`config.mk`:
```
export PLATFORM = sky130hd
export DESIGN_NAME = wdog_timer
export DESIGN_NICKNAME = d
export VERILOG_FILES = /design/src/rtl/wdog_pkg.sv /design/src/rtl/wdog_regs.sv /design/src/rtl/wdog_load_sync.sv /design/src/rtl/wdog_counter.sv /design/src/rtl/wdog_action.sv /design/src/rtl/wdog_timer.sv
export SDC_FILE = /design/constraint.sdc
export NUM_CORES = 1
export LEC_CHECK = 0
export ABC_CLOCK_PERIOD_IN_PS = 3500
export BUFFER_PORTS_ARGS = -buffer_cell sky130_fd_sc_hd__buf_4
export CORE_MARGIN = 2
export CORE_UTILIZATION = 56
export CTS_CLUSTER_SIZE = 28
export DETAILED_ROUTE_END_ITERATION = 10
export PLACE_DENSITY = 0.75
export SLEW_MARGIN = 5
export SYNTH_ARGS = -nofsm -noshare
export SYNTH_HDL_FRONTEND = slang
export SYNTH_SLANG_ARGS = --single-unit
```
`constraint.sdc`:
```
create_clock -name clk_i -period 3.5 [get_ports clk_i]
set_input_delay 0.175 -clock clk_i [delete_from_list [all_inputs] [get_ports clk_i]]
set_output_delay 0.175 -clock clk_i [all_outputs]
set_load 0.03 [all_outputs]
```
`src/rtl/wdog_pkg.sv`:
```
package wdog_pkg;
  typedef enum logic [1:0] {
    ACT_NONE = 2'd0,
    ACT_IRQ  = 2'd1,
    ACT_NMI  = 2'd2,
    ACT_RST  = 2'd3
  } wdog_act_e;

  localparam int unsigned DATA_W    = 32;
  localparam int unsigned CTRL_OFS  = 0;
  localparam int unsigned TIMER_OFS = 4;
  localparam int unsigned CAUSE_BIT = DATA_W - 1;
endpackage

```
`src/rtl/wdog_regs.sv`:
```
module wdog_regs
  import wdog_pkg::*;
#(
  parameter int unsigned ADDR_W = 4
) (
  input  logic              clk_i,
  input  logic              rst_ni,
  input  logic              req_i,
  input  logic              we_i,
  input  logic [ADDR_W-1:0] addr_i,
  input  logic [DATA_W-1:0] wdata_i,
  input  logic [DATA_W-1:0] cnt_i,
  input  logic              cause_i,
  output wdog_act_e         act_o,
  output logic              tmr_wr_o,
  output logic [DATA_W-1:0] rdata_o,
  output logic              rvalid_o
);
  logic sel_ctrl, sel_tmr, rd;
  logic [DATA_W-1:0] rmux;

  assign sel_ctrl = (addr_i == ADDR_W'(CTRL_OFS));
  assign sel_tmr  = (addr_i == ADDR_W'(TIMER_OFS));
  assign rd       = req_i & ~we_i;
  assign tmr_wr_o = req_i & we_i & sel_tmr;

  always_ff @(posedge clk_i or negedge rst_ni) begin
    if (!rst_ni) act_o <= ACT_NONE;
    else if (req_i && we_i && sel_ctrl) act_o <= wdog_act_e'(wdata_i[1:0]);
  end

  always_comb begin
    rmux = '0;
    if (sel_ctrl) begin
      rmux[1:0]       = act_o;
      rmux[CAUSE_BIT] = cause_i;
    end else if (sel_tmr) begin
      rmux = cnt_i;
    end
  end

  always_ff @(posedge clk_i or negedge rst_ni) begin
    if (!rst_ni) begin
      rdata_o  <= '0;
      rvalid_o <= 1'b0;
    end else begin
      rvalid_o <= rd;
      if (rd) rdata_o <= rmux;
    end
  end
endmodule

```
`src/rtl/wdog_load_sync.sv`:
```
module wdog_load_sync #(
  parameter int unsigned W      = 32,
  parameter int unsigned STAGES = 3
) (
  input  logic         clk_i,
  input  logic         rst_ni,
  input  logic         wr_i,
  input  logic [W-1:0] val_i,
  output logic         load_o,
  output logic [W-1:0] val_o,
  output logic         pending_o
);
  logic [STAGES-1:0] sync_q;
  logic [W-1:0]      hold_q;

  always_ff @(posedge clk_i or negedge rst_ni) begin
    if (!rst_ni) hold_q <= '0;
    else if (wr_i) hold_q <= val_i;
  end

  generate
    if (STAGES > 1) begin : g_chain
      always_ff @(posedge clk_i or negedge rst_ni) begin
        if (!rst_ni) sync_q <= '0;
        else sync_q <= {sync_q[STAGES-2:0], wr_i};
      end
    end else begin : g_single
      always_ff @(posedge clk_i or negedge rst_ni) begin
        if (!rst_ni) sync_q <= '0;
        else sync_q <= wr_i;
      end
    end
  endgenerate

  assign load_o    = sync_q[STAGES-1];
  assign val_o     = hold_q;
  assign pending_o = |sync_q;
endmodule

```
`src/rtl/wdog_counter.sv`:
```
module wdog_counter #(
  parameter int unsigned W = 32
) (
  input  logic         clk_i,
  input  logic         rst_ni,
  input  logic         load_i,
  input  logic [W-1:0] val_i,
  output logic [W-1:0] cnt_o
);
  always_ff @(posedge clk_i or negedge rst_ni) begin
    if (!rst_ni) cnt_o <= '1;
    else if (load_i) cnt_o <= val_i;
    else if (cnt_o != '0) cnt_o <= cnt_o - 1'b1;
  end
endmodule

```
`src/rtl/wdog_action.sv`:
```
module wdog_action
  import wdog_pkg::*;
#(
  parameter int unsigned RST_PULSE = 4
) (
  input  logic      clk_i,
  input  logic      rst_ni,
  input  logic      por_ni,
  input  wdog_act_e act_i,
  input  logic      expired_i,
  output logic      irq_o,
  output logic      nmi_o,
  output logic      rst_req_o,
  output logic      cause_o
);
  localparam int unsigned PCW = $clog2(RST_PULSE + 1);

  logic           fired_q, fire, rst_arm;
  logic [PCW-1:0] pulse_q;

  assign irq_o   = expired_i && (act_i == ACT_IRQ);
  assign nmi_o   = expired_i && (act_i == ACT_NMI);
  assign rst_arm = expired_i && (act_i == ACT_RST);
  assign fire    = rst_arm && !fired_q;   // one request per expiry

  always_ff @(posedge clk_i or negedge rst_ni) begin
    if (!rst_ni) begin
      fired_q <= 1'b0;
      pulse_q <= '0;
    end else begin
      fired_q <= rst_arm;
      if (fire) pulse_q <= PCW'(RST_PULSE);
      else if (pulse_q != '0) pulse_q <= pulse_q - 1'b1;
    end
  end

  assign rst_req_o = (pulse_q != '0);

  // cause flag lives in the power-on domain
  always_ff @(posedge clk_i or negedge por_ni) begin
    if (!por_ni) cause_o <= 1'b0;
    else if (fire) cause_o <= 1'b1;
  end
endmodule

```
`src/rtl/wdog_timer.sv`:
```
module wdog_timer
  import wdog_pkg::*;
#(
  parameter int unsigned ADDR_W      = 4,
  parameter int unsigned SYNC_STAGES = 3,
  parameter int unsigned RST_PULSE   = 4
) (
  input  logic              clk_i,
  input  logic              rst_ni,
  input  logic              por_ni,
  input  logic              req_i,
  input  logic              we_i,
  input  logic [ADDR_W-1:0] addr_i,
  input  logic [31:0]       wdata_i,
  output logic [31:0]       rdata_o,
  output logic              rvalid_o,
  output logic              irq_o,
  output logic              nmi_o,
  output logic              rst_req_o
);
  wdog_act_e         act;
  logic              tmr_wr, load, pending, cause, expired;
  logic [DATA_W-1:0] load_val, cnt;

  wdog_regs #(.ADDR_W(ADDR_W)) i_regs (
    .clk_i   (clk_i),
    .rst_ni  (rst_ni),
    .req_i   (req_i),
    .we_i    (we_i),
    .addr_i  (addr_i),
    .wdata_i (wdata_i),
    .cnt_i   (cnt),
    .cause_i (cause),
    .act_o   (act),
    .tmr_wr_o(tmr_wr),
    .rdata_o (rdata_o),
    .rvalid_o(rvalid_o)
  );

  wdog_load_sync #(.W(DATA_W), .STAGES(SYNC_STAGES)) i_sync (
    .clk_i    (clk_i),
    .rst_ni   (rst_ni),
    .wr_i     (tmr_wr),
    .val_i    (wdata_i),
    .load_o   (load),
    .val_o    (load_val),
    .pending_o(pending)
  );

  wdog_counter #(.W(DATA_W)) i_cnt (
    .clk_i (clk_i),
    .rst_ni(rst_ni),
    .load_i(load),
    .val_i (load_val),
    .cnt_o (cnt)
  );

  assign expired = (cnt == '0) && !pending;

  wdog_action #(.RST_PULSE(RST_PULSE)) i_act (
    .clk_i    (clk_i),
    .rst_ni   (rst_ni),
    .por_ni   (por_ni),
    .act_i    (act),
    .expired_i(expired),
    .irq_o    (irq_o),
    .nmi_o    (nmi_o),
    .rst_req_o(rst_req_o),
    .cause_o  (cause)
  );
endmodule

```
# Word-level counts from Yosys, hierarchy flattened

Index checks and enable logic that the tools add are counted.

Word-level logic and storage cells: 43
Flip-flop bits (word level): 107
Output and inout bits: 36
Input bits: 41

Mux-type cells: 8
Equality and inequality tests: 4
Bitwise operators: 4
$add $sub $neg: 2
Reduce and logical (&&, ||, !) cells: 16

Operators by type and width:

| kind                  | count |
|---|---|
| $mux 32               | 3 |
| $logic_not 32->1      | 1 |
| $reduce_bool 32->1    | 1 |
| $sub 32x1->32 const B | 1 |
| $mux 29               | 1 |
| $logic_and 1x1->1     | 7 |
| $mux 3                | 2 |
| $eq 2x2->1 const B    | 2 |
| $eq 4x3->1 const B    | 1 |
| $logic_not 4->1       | 1 |
| $reduce_bool 2->1     | 2 |
| $and 1x1->1           | 3 |
| $reduce_bool 3->1     | 1 |
| $reduce_or 3->1       | 1 |
| $sub 3x1->3 const B   | 1 |
| $eq 2x1->1 const B    | 1 |
| $logic_not 1->1       | 2 |
| $mux 2                | 1 |
| $mux 1                | 1 |
| $not 1->1             | 1 |

# Longest topological paths before layout

Gate-level depths: netlist of run 1.

Depth in word-level cells: 6
Gate-level depth with buffers: 9

# Hierarchy

Synthesis of run 1 repeated with hierarchy kept, for this count alone.

Cells, all modules: 420
Area, all modules: 5063.6 µm²

By module, submodules not included:

| module         | area each (µm²) | cells each | times used | seq. area each (µm²) |
|---|---|---|---|---|
| wdog_counter   | 1968.1          | 219        | 1          | 840.8 |
| wdog_load_sync | 1426.4          | 72         | 1          | 875.8 |
| wdog_regs      | 1323.8          | 92         | 1          | 875.8 |
| wdog_action    | 262.8           | 25         | 1          | 125.1 |
| wdog_timer     | 82.6            | 12         | 1          | 0.0 |

# Least setup slack after synthesis of run 1

No wires, ideal clock.

Kind: register to output
Start point: reg i_cnt.cnt_o[0]
End point: out irq_o
Buffers on the path: 2
Setup slack: 0.348 ns
Stages on the path, launching flop included: 10
Arrival time: 2.977 ns
Cell sequence: dfstp_2 -> inv_1 -> ha_1 -> or4b_1 -> or3_1 -> clkbuf_1 -> nor3_1 -> buf_2 -> nand2_1 -> nor4_1

Word-level cells in the longest chain between the ends: 3

RTL lines:

| element                  | line               | RTL |
|---|---|---|
| start: declaration       | wdog_counter.sv:8  | `output logic [W-1:0] cnt_o` |
| start signal: assignment | wdog_counter.sv:12 | `else if (load_i) cnt_o <= val_i;` |
| start signal: assignment | wdog_counter.sv:13 | `else if (cnt_o != '0) cnt_o <= cnt_o - 1'b1;` |
| $logic_not 32->1         | wdog_timer.sv:58   | `assign expired = (cnt == '0) && !pending;` |
| $logic_and 1x1->1        | wdog_timer.sv:58   |  |
| $logic_and 1x1->1        | wdog_action.sv:21  | `assign irq_o = expired_i && (act_i == ACT_IRQ);` |
| end: declaration         | wdog_timer.sv:17   | `output logic irq_o,` |

No other way between the ends.

# Worst setup path in the final report of run 1

Start point: reg i_cnt.cnt_o[1]
End point: out nmi_o

Word-level cells in the longest chain between the ends: 3

RTL lines:

| element           | line              | RTL |
|---|---|---|
| $logic_not 32->1  | wdog_timer.sv:58  |  |
| $logic_and 1x1->1 | wdog_timer.sv:58  |  |
| $logic_and 1x1->1 | wdog_action.sv:22 | `assign nmi_o = expired_i && (act_i == ACT_NMI);` |
| end: declaration  | wdog_timer.sv:18  | `output logic nmi_o,` |

No other way between the ends.

==> results.toml, run 1 <==
[outcome]
outcome = "completed"

[drt]
dr.pass1.iters = 4
drt-vias-per-instance = 5.93
drt_first_iter_violations = 179
post_drt_wl_per_cell_microns = 17.5
wirelength_microns = 10300
routed-via-count = 3488
ant_nets = 0
drc_errors = 0

[yosys]
ys_dominant_reg_cell = "dfrtp_1"
async_flop_share_pct = 100
synthesis.nets = 450
synth_area_leader_cell = "dfrtp_1"
yosysTopAreaCellShare_pct = 39.2
synth_edf_count = 0
yosys-top-cells-area = "dfrtp_1 39%, dfstp_2 18%, mux2_2 8.2%, a22o_1 5.3%, nor2_1 2.4%"
synth.most_common_cell = "dfrtp_1"
syn_inst = 406
synth_commonest_cells = "75 x dfrtp_1, 35 x mux2_2, 32 x dfstp_2, 31 x nor2_1, 29 x a22o_1"
ys_ff_latch = 107
postSynthAreaPerCell_sq_um = 11.8
syn_area_sq_um = 4790
synth_warnings = 0
yosysUniqueCellTypes = 47
synth-seq-area-share_pct = 56.8

[timing]
fin_ws_ns = 0.470
tightest_slew_ns = 0.752
slew_headroom_pct = 49.8
maxSlewViolCount = 0
min_period_ns = 3.03
setup_viol = 0
fin_crit_sh_pct = 86.6
max_freq_ghz = 0.330
tns_ns = 0
rsz0062_at_grt = "no"
skew_ns = 0.0107
fin_hold_ws_ns = 0.0105
hold_viol = 0

[critical_path]
r2r_slack_ns = 0.83
worstReg2RegStart = "i_cnt.cnt_o[1]"
startpoint_type = "flop"
crit_arrival_ns = 2.85
cp-end-kind = "primary output"
crit_path_start = "i_cnt.cnt_o[1]"
crit_path_cell_trace = "inv_1, ha_1, or4b_1, or3_1, or3_4, nor3_1, buf_4"
worstPathRequired_ns = 3.32
crit_path_max_incr_delay_ns = 0.55
critPathKind = "reg -> out"
crit_fanout = 8
slowest_stage = "or4b_1"

[clock_network]
cts_resized = 0
htreeDepth = 3
cts_sinks = 107
tritoncts = "built"
clk_pin_slew_ns = 0.10
numCtsBuffers = 9
root_buffer = "clkbuf_8"
clock_latency_ns = 0.38
clock_path_buffers = 2
postCtsSetupBuffers = 0

[placement]
io_buffers = 76
hpwlAfterDp_microns = 7200
post-place-ws_ns = 0.827
gp_congestion = 0.844

[global_routing]
grt-busiest-layer = "met2"
grt.overflow.total = 0
grt_pass1_vias = 3469
grt_usage_pct = 24.4
grt_max_degree = 56
grtUsageMet1_pct = 32.0
met3_usage_pct = 4.34
grt_pass1_wl_microns = 17200
antenna_found_initial = 0
grt_use_met2_pct = 41.2

[die]
die-area_sq_um = 9300
die_y_microns = 96.5
initial_core_util_pct = 58.0
die_width_microns = 96.5
core.rowCount = 33
num_io_pins = 77
coreArea_sq_um = 8260

[pwr]
peakVddDrop_uv = 361
power.leakage_uw = 0.00257
power.density_nw_per_um2 = 589
total_power_uw = 3330

[hold_path]
hold_class = "in -> reg"
hold_start = "wdata_i[18]"

[final_layout]
num_antenna_cells = 0
area_growth_pct = 18.2
layout-drive-gt1-share_pct = 37.3
fin_nets = 522

[flow_run]
maxCapViolations = 0
-- per-stage QoR --
stage | cells | util [%] | cell area, sq um
after floorplan | 406 | - | 4790
after global placement | 570 | 66.2 | 5460
after detailed placement | 570 | 66.2 | 5460
after CTS | 588 | 68.5 | 5660
after global routing | 588 | 68.5 | 5660
final | 588 | 68.5 | 5660
-- timing repair --
| item | in CTS | in global routing |
|---|---|---|
| endpoints found under the setup margin | 0 | 0 |
| hold buffers | 2 | 0 |
| hold endpoints to repair | 38 | 0 |
-- cells by family after synthesis --
group / count (synthesis) / synth area share, %
compound gates: 85 / 12.5
xor+xnor: 17 / 3.11
buf+inv: 33 / 2.95
mux: 46 / 10.5
fa+ha+maj: 3 / 0.784
flops: 107 / 56.8
simple gates: 115 / 13.3
-- layer usage --
metal  part of all wire (%)  wire length (microns)
met1                     43                   4480
met3                    4.4                    450
met5                      0                      0
met2                     51                   5220
met4                    1.4                    149
-- layout make-up --
cell class / instances / area, sq um
Tap cell: 105 / 131
Inverter: 7 / 26.3
Multi-Input combinational cell: 266 / 1940
Clock inverter: 7 / 50.0
Timing Repair Buffer: 87 / 671
Fill cell: 658 / 2600
Sequential cell: 107 / 2720
Clock buffer: 9 / 124
-- path summary, 6_finish.rpt --
kind,cells after the start,to
max in group asynchronous,3,i_cnt.cnt_o[17]
worst min register to register,0,i_sync.sync_q[2]
min in group asynchronous,2,i_act.cause_o
worst max-delay path,7,nmi_o
worst min-delay path,3,i_sync.val_o[18]
worst max register to register,7,i_act.pulse_q[1]
-- placed cells by master (no fill, tap or decap), drive strengths merged, types with 2 or more instances in the layout --
master	n
or3	9
clkbuf	9
mux2i	11
inv	10
nor3	14
buf	85
nand2b	5
a211oi	5
a22o	29
o21ai	14
o21a	2
or4	10
mux2	35
xnor2	13
nand4	3
ha	3
xor2	4
dfstp	32
o211ai	2
clkinv	4
o31ai	7
nand3	2
or2	3
a21oi	16
a31oi	4
dfrtp	75
nor4	13
nor2	31
dlygate4sd3	2
nand2	19
-- power breakdown --
part / internal (uW) / leakage [uW] / switching [uW] / total (uW)
registers: 1580 / 0.00133 / 274 / 1860
logic: 388 / 0.00115 / 393 / 781
clock network: 264 / 0.0000942 / 431 / 695
total: 2230 / 0.00257 / 1100 / 3330
-- worst max-delay path: cells and delay by family (launching register included) --
kind	cells	cell delay, ns
adders and majority gates	1	0.17
and+or+nand+nor	4	1.65
DFF	1	0.39
buffers and inverters	2	0.26
-- sequential cells by signal, indices dropped and copies added, names as in the netlist --
name	cells
i_sync.val_o	32
i_regs.rvalid_o	1
i_act.pulse_q	3
i_regs.act_o	2
i_regs.rdata_o	32
i_act.fired_q	1
i_cnt.cnt_o	32
i_sync.sync_q	3
i_act.cause_o	1
No activity file was read; power rests on OpenSTA's default activity.
==> run 2: changes to the inputs <==
- GPL_TIMING_DRIVEN: unset -> 0
==> run 2 against run 1 <==
  * Final area increased by 0.97%
  * Critical path depth increased by 3
  * Clock skew increased by 0.0037 ns
  * Non-clock buffer count increased by 17
  * Routed wire length increased by 6.2%
  * Clock power decreased by 2%
  * Worst hold slack got worse by 0.0073 ns
  * Via count increased by 3.2%
  * Sequential share of layout area decreased by 0.46 points
  * First-iteration DRC count increased by 9.5%
  * Power about the same
  * Critical path type unchanged
  * Highest routed layer unchanged
==> results.toml, run 2 (synthesized netlist as in run 1, its figures left out) <==
[global_routing]
grt_max_degree = 107
grt_pass1_vias = 3496
grt_usage_pct = 24.9
grt_pass1_wl_microns = 17500
grt.overflow.total = 0
antenna_found_initial = 0

[hold_path]
hold_start = "wdata_i[18]"
min_to = "i_sync.val_o[18]"
hold_depth = 3
hold_class = "in -> reg"

[critical_path]
crit_path_start = "i_cnt.cnt_o[0]"
reg2regPathDepth = 7
critPathKind = "reg -> out"
crit_arrival_ns = 3.10
worstPathRequired_ns = 3.32
cp-end-kind = "primary output"
r2r_slack_ns = 0.65
r2r-end = "i_cnt.cnt_o[18]"
startpoint_type = "flop"
worstReg2RegStart = "i_cnt.cnt_o[0]"
crit_fanout = 10

[timing]
fin_crit_sh_pct = 93.5
tightest_slew_ns = 1.17
hold_viol = 0
max_freq_ghz = 0.306
maxSlewViolCount = 0
slew_headroom_pct = 21.0
fin_hold_ws_ns = 0.00324
rsz0062_at_grt = "no"
tns_ns = 0
min_period_ns = 3.27
setup_viol = 0
skew_ns = 0.0144

[clock_network]
numCtsBuffers = 9
htreeDepth = 3
cts_sinks = 107
clock_path_buffers = 2
postCtsSetupBuffers = 0
clk_pin_slew_ns = 0.10
root_buffer = "clkbuf_8"
clock_latency_ns = 0.37
tritoncts = "built"

[die]
die-area_sq_um = 9300
num_io_pins = 77
coreArea_sq_um = 8260
die_width_microns = 96.5
initial_core_util_pct = 58.0
core.rowCount = 33
die_y_microns = 96.5

[drt]
routed-via-count = 3598
drt_first_iter_violations = 196
drc_errors = 0
drt-vias-per-instance = 5.95
ant_nets = 0
dr.pass1.iters = 7
wirelength_microns = 10900
post_drt_wl_per_cell_microns = 18.1

[placement]
hpwlAfterDp_microns = 7660
gp_congestion = 0.892
io_buffers = 75

[final_layout]
fin_nets = 539
final_common_cell = "dfrtp_1"
num_antenna_cells = 0
area_growth_pct = 19.3
mostFrequentLayoutCells = "75 x dfrtp_1, 74 x buf_4, 35 x mux2_2"
layout-drive-gt1-share_pct = 34.4

[outcome]
outcome = "completed"

[pwr]
power.leakage_uw = 0.00257
peakVddDrop_uv = 360
power.density_nw_per_um2 = 584

[flow_run]
maxCapViolations = 0
## run 2: worst max path at each step
| stage | endpoint | slack (ns) |
|---|---|---|
| after floorplan | irq_o | 0.35 |
| after global placement | irq_o | 0.48 |
| after detailed placement | irq_o | 0.44 |
| after CTS | irq_o | 0.03 |
| after global routing | irq_o | 0.06 |
| final | irq_o | 0.23 |
## run 2: per-stage QoR
step                      instance area [sq um]  std cells  total power [uW]  setup slack, ns  utilization (%)
after global routing                       5710        605              3530           0.0624             69.2
after detailed placement                   5480        586              2650            0.443             66.4
after CTS                                  5660        603              3330           0.0295             68.5
final                                      5710        605              3330            0.229             69.2
after floorplan                            4790        406              2370            0.348                -
after global placement                     5480        586              2600            0.478             66.4
## run 2: layout make-up
class,instances,area [sq um]
repair buffers,78,614
plain buffers,26,118
well taps,105,131
inverters,7,26.3
fillers,653,2540
flip-flops and latches,107,2720
clock buffers,11,131
multi-input cells,266,1940
clock inverters,5,37.5
## run 2: report_power, final
part | internal [uW] | switching (uW)
sequential | 1580 | 254
clock | 262 | 419
combinational | 396 | 422
## run 2: repair_timing
action / CTS / global route
hold buffers: 1 / 1
endpoints found under the setup margin: 0 / 1
gates resized for setup: 0 / 3
hold endpoints to repair: 1 / 74
## run 2: per-layer routing
layer,up-vias,global-route usage (%),routed length [microns]
met5,-,0,0
met4,0,9.27,176
met2,108,41.0,5410
met1,1811,33.8,4820
li1,1664,-,-
met3,15,3.26,527
## run 2: critical path, cell delays in order (launching register included)
cell and delay [ns]:
dfstp_2 0.40, inv_1 0.08, ha_1 0.18, or4b_4 0.52, or3_1 0.38, clkbuf_1 0.19
nor3_2 0.21, clkbuf_4 0.26, nand2_1 0.08, nor4_1 0.21, buf_4 0.22
==> run 3: changes to the inputs <==
- CTS_BUF_LIST: unset -> sky130_fd_sc_hd__clkbuf_16
- SETUP_SLACK_MARGIN: unset -> 0.1
- SKIP_LAST_GASP: unset -> 1
==> run 3 against run 2 <==
  * Clock skew shrank 0.0043 ns
  * Non-clock buffer count is the same
  * Combinational power is essentially flat
  * Fmax grew 2.4%
  * Register-to-register slack gained 0.08 ns
==> results.toml, run 3 (synthesized netlist as in run 1, its figures left out) <==
[outcome]
outcome = "completed"

[timing]
setup_viol = 0
max_freq_ghz = 0.313
skew_ns = 0.0101
slew_headroom_pct = 25.3
maxSlewViolCount = 0
tns_ns = 0
hold_viol = 0
fin_crit_sh_pct = 91.2
rsz0062_at_grt = "no"
tightest_slew_ns = 1.11
min_period_ns = 3.19

[placement]
io_buffers = 75
hpwlAfterDp_microns = 7660
placed_cells = 586
gp_congestion = 0.892

[critical_path]
cp_common_cell = "buf_4"
crit_fanout = 10
worstPathRequired_ns = 3.32
critPathKind = "reg -> out"
crit_path_cell_trace = "inv_1, ha_1, or4b_4, or3_1, clkbuf_1, nor3_2, buf_4, nand2_1, nor4_1, buf_4"
cp-end-kind = "primary output"
crit_path_max_incr_delay_ns = 0.52
r2r_slack_ns = 0.73
startpoint_type = "flop"
path_buf_inv = 4
slowest_stage = "or4b_4"
path_delay_family = "simple AND/OR/NAND/NOR gates"
crit_arrival_ns = 3.02

[final_layout]
nFillCells = 632
mostFrequentLayoutCells = "75 x buf_4, 75 x dfrtp_1, 35 x mux2_2"
instances_no_fill = 605
num_antenna_cells = 0
layout-drive-gt1-share_pct = 34.4
area_growth_pct = 21.5
fin_nets = 539

[clock_network]
numCtsBuffers = 9
clock_path_buffers = 2
root_buffer = "clkbuf_16"
tritoncts = "built"
htreeDepth = 3
cts_sinks = 107
postCtsSetupBuffers = 0
clk_pin_slew_ns = 0.07
clock_latency_ns = 0.35

[pwr]
switching_share_pct = 31.6
comb_power_share_pct = 22.8
p_sw_uw = 1130
seqPwrFrac_pct = 51.2
internal_power_uw = 2460
peakVddDrop_uv = 370
power.leakage_uw = 0.00262
p_clk_share_pct = 26.0
power.density_nw_per_um2 = 618
total_power_uw = 3590

[die]
coreArea_sq_um = 8260
die_width_microns = 96.5
core.rowCount = 33
initial_core_util_pct = 58.0
die-area_sq_um = 9300
num_io_pins = 77
die_y_microns = 96.5

[global_routing]
antenna_found_initial = 0
grt_max_degree = 107
grt_pass1_vias = 3500
grt_pass1_wl_microns = 17600
grt_usage_pct = 25.3
grt.overflow.total = 0

[drt]
post_drt_wl_per_cell_microns = 18.4
routed-via-count = 3600
ant_nets = 0
dr.pass1.iters = 4
drt_first_iter_violations = 192
drt-vias-per-instance = 5.95
wirelength_microns = 11100
drc_errors = 0

[hold_path]
hold_class = "in -> reg"

[flow_run]
maxCapViolations = 0
## run 3: cell types whose count changed in the layout (fill, tap and decap cells not counted), sizes merged
| cell | previous run | this run |
|---|---|---|
| clkbuf | 33 | 30 |
| buf | 80 | 81 |
| inv | 8 | 10 |
## run 3: path summary, 6_finish.rpt
kind,from,endpoint,cells after the start
worst min-delay path,wdata_i[18],i_sync.val_o[18],3
worst min register to register,i_sync.sync_q[1],i_sync.sync_q[2],0
worst max register to register,i_cnt.cnt_o[0],i_cnt.cnt_o[18],7
max in group asynchronous,rst_ni,i_cnt.cnt_o[21],3
worst max-delay path,i_cnt.cnt_o[0],irq_o,10
min in group asynchronous,por_ni,i_act.cause_o,2
## run 3: final cells by class
type	instances	area, sq um	area share, %
sequential	107	2720	46.7
multi-input combinational	266	1940	33.3
timing repair buffer	78	614	10.6
clock buffer	9	225	3.87
tap	105	131	2.26
buffer	26	118	2.02
clock inverter	7	45.0	0.775
inverter	7	26.3	0.452
## run 3: power by group through the flow
stage	logic [uW]	registers, uW	clock network [uW]
6_report	818	1840	935
4_1_cts	808	1830	946
5_1_grt	915	1870	998
3_3_place_gp	762	1840	0
3_5_place_dp	801	1850	0
2_1_floorplan	573	1800	0
## run 3: timing repair
item	CTS	global route
setup endpoints to repair	1	1
gates resized for setup	2	1
endpoints found under the hold margin	1	74
cloned	0	0
hold buffers	1	1
## run 3: metal layers
layer | part of all wire [%] | global-route usage, %
met5 | 0 | 0
met4 | 2.0 | 11.4
met3 | 3.8 | 3.34
met2 | 50 | 41.0
met1 | 44 | 34.0
## run 3: metrics by stage
stage | setup WS [ns] | util [%] | instance area (sq um) | hold slack, ns
CTS | 0.213 | 69.9 | 5770 | 0.0297
global placement | 0.478 | 66.4 | 5480 | -0.0494
detailed placement | 0.443 | 66.4 | 5480 | -0.0482
global route | 0.129 | 70.4 | 5810 | 0.0366
finish | 0.307 | 70.4 | 5810 | 0.0258
floorplan | 0.348 | - | 4790 | -0.121
## run 3: tightest hold or removal path, delay by kind of cell
kind | cells | cell delay [ns]
simple gates | 1 | 0.03
compound gates | 1 | 0.06
buf+inv | 1 | 0.08
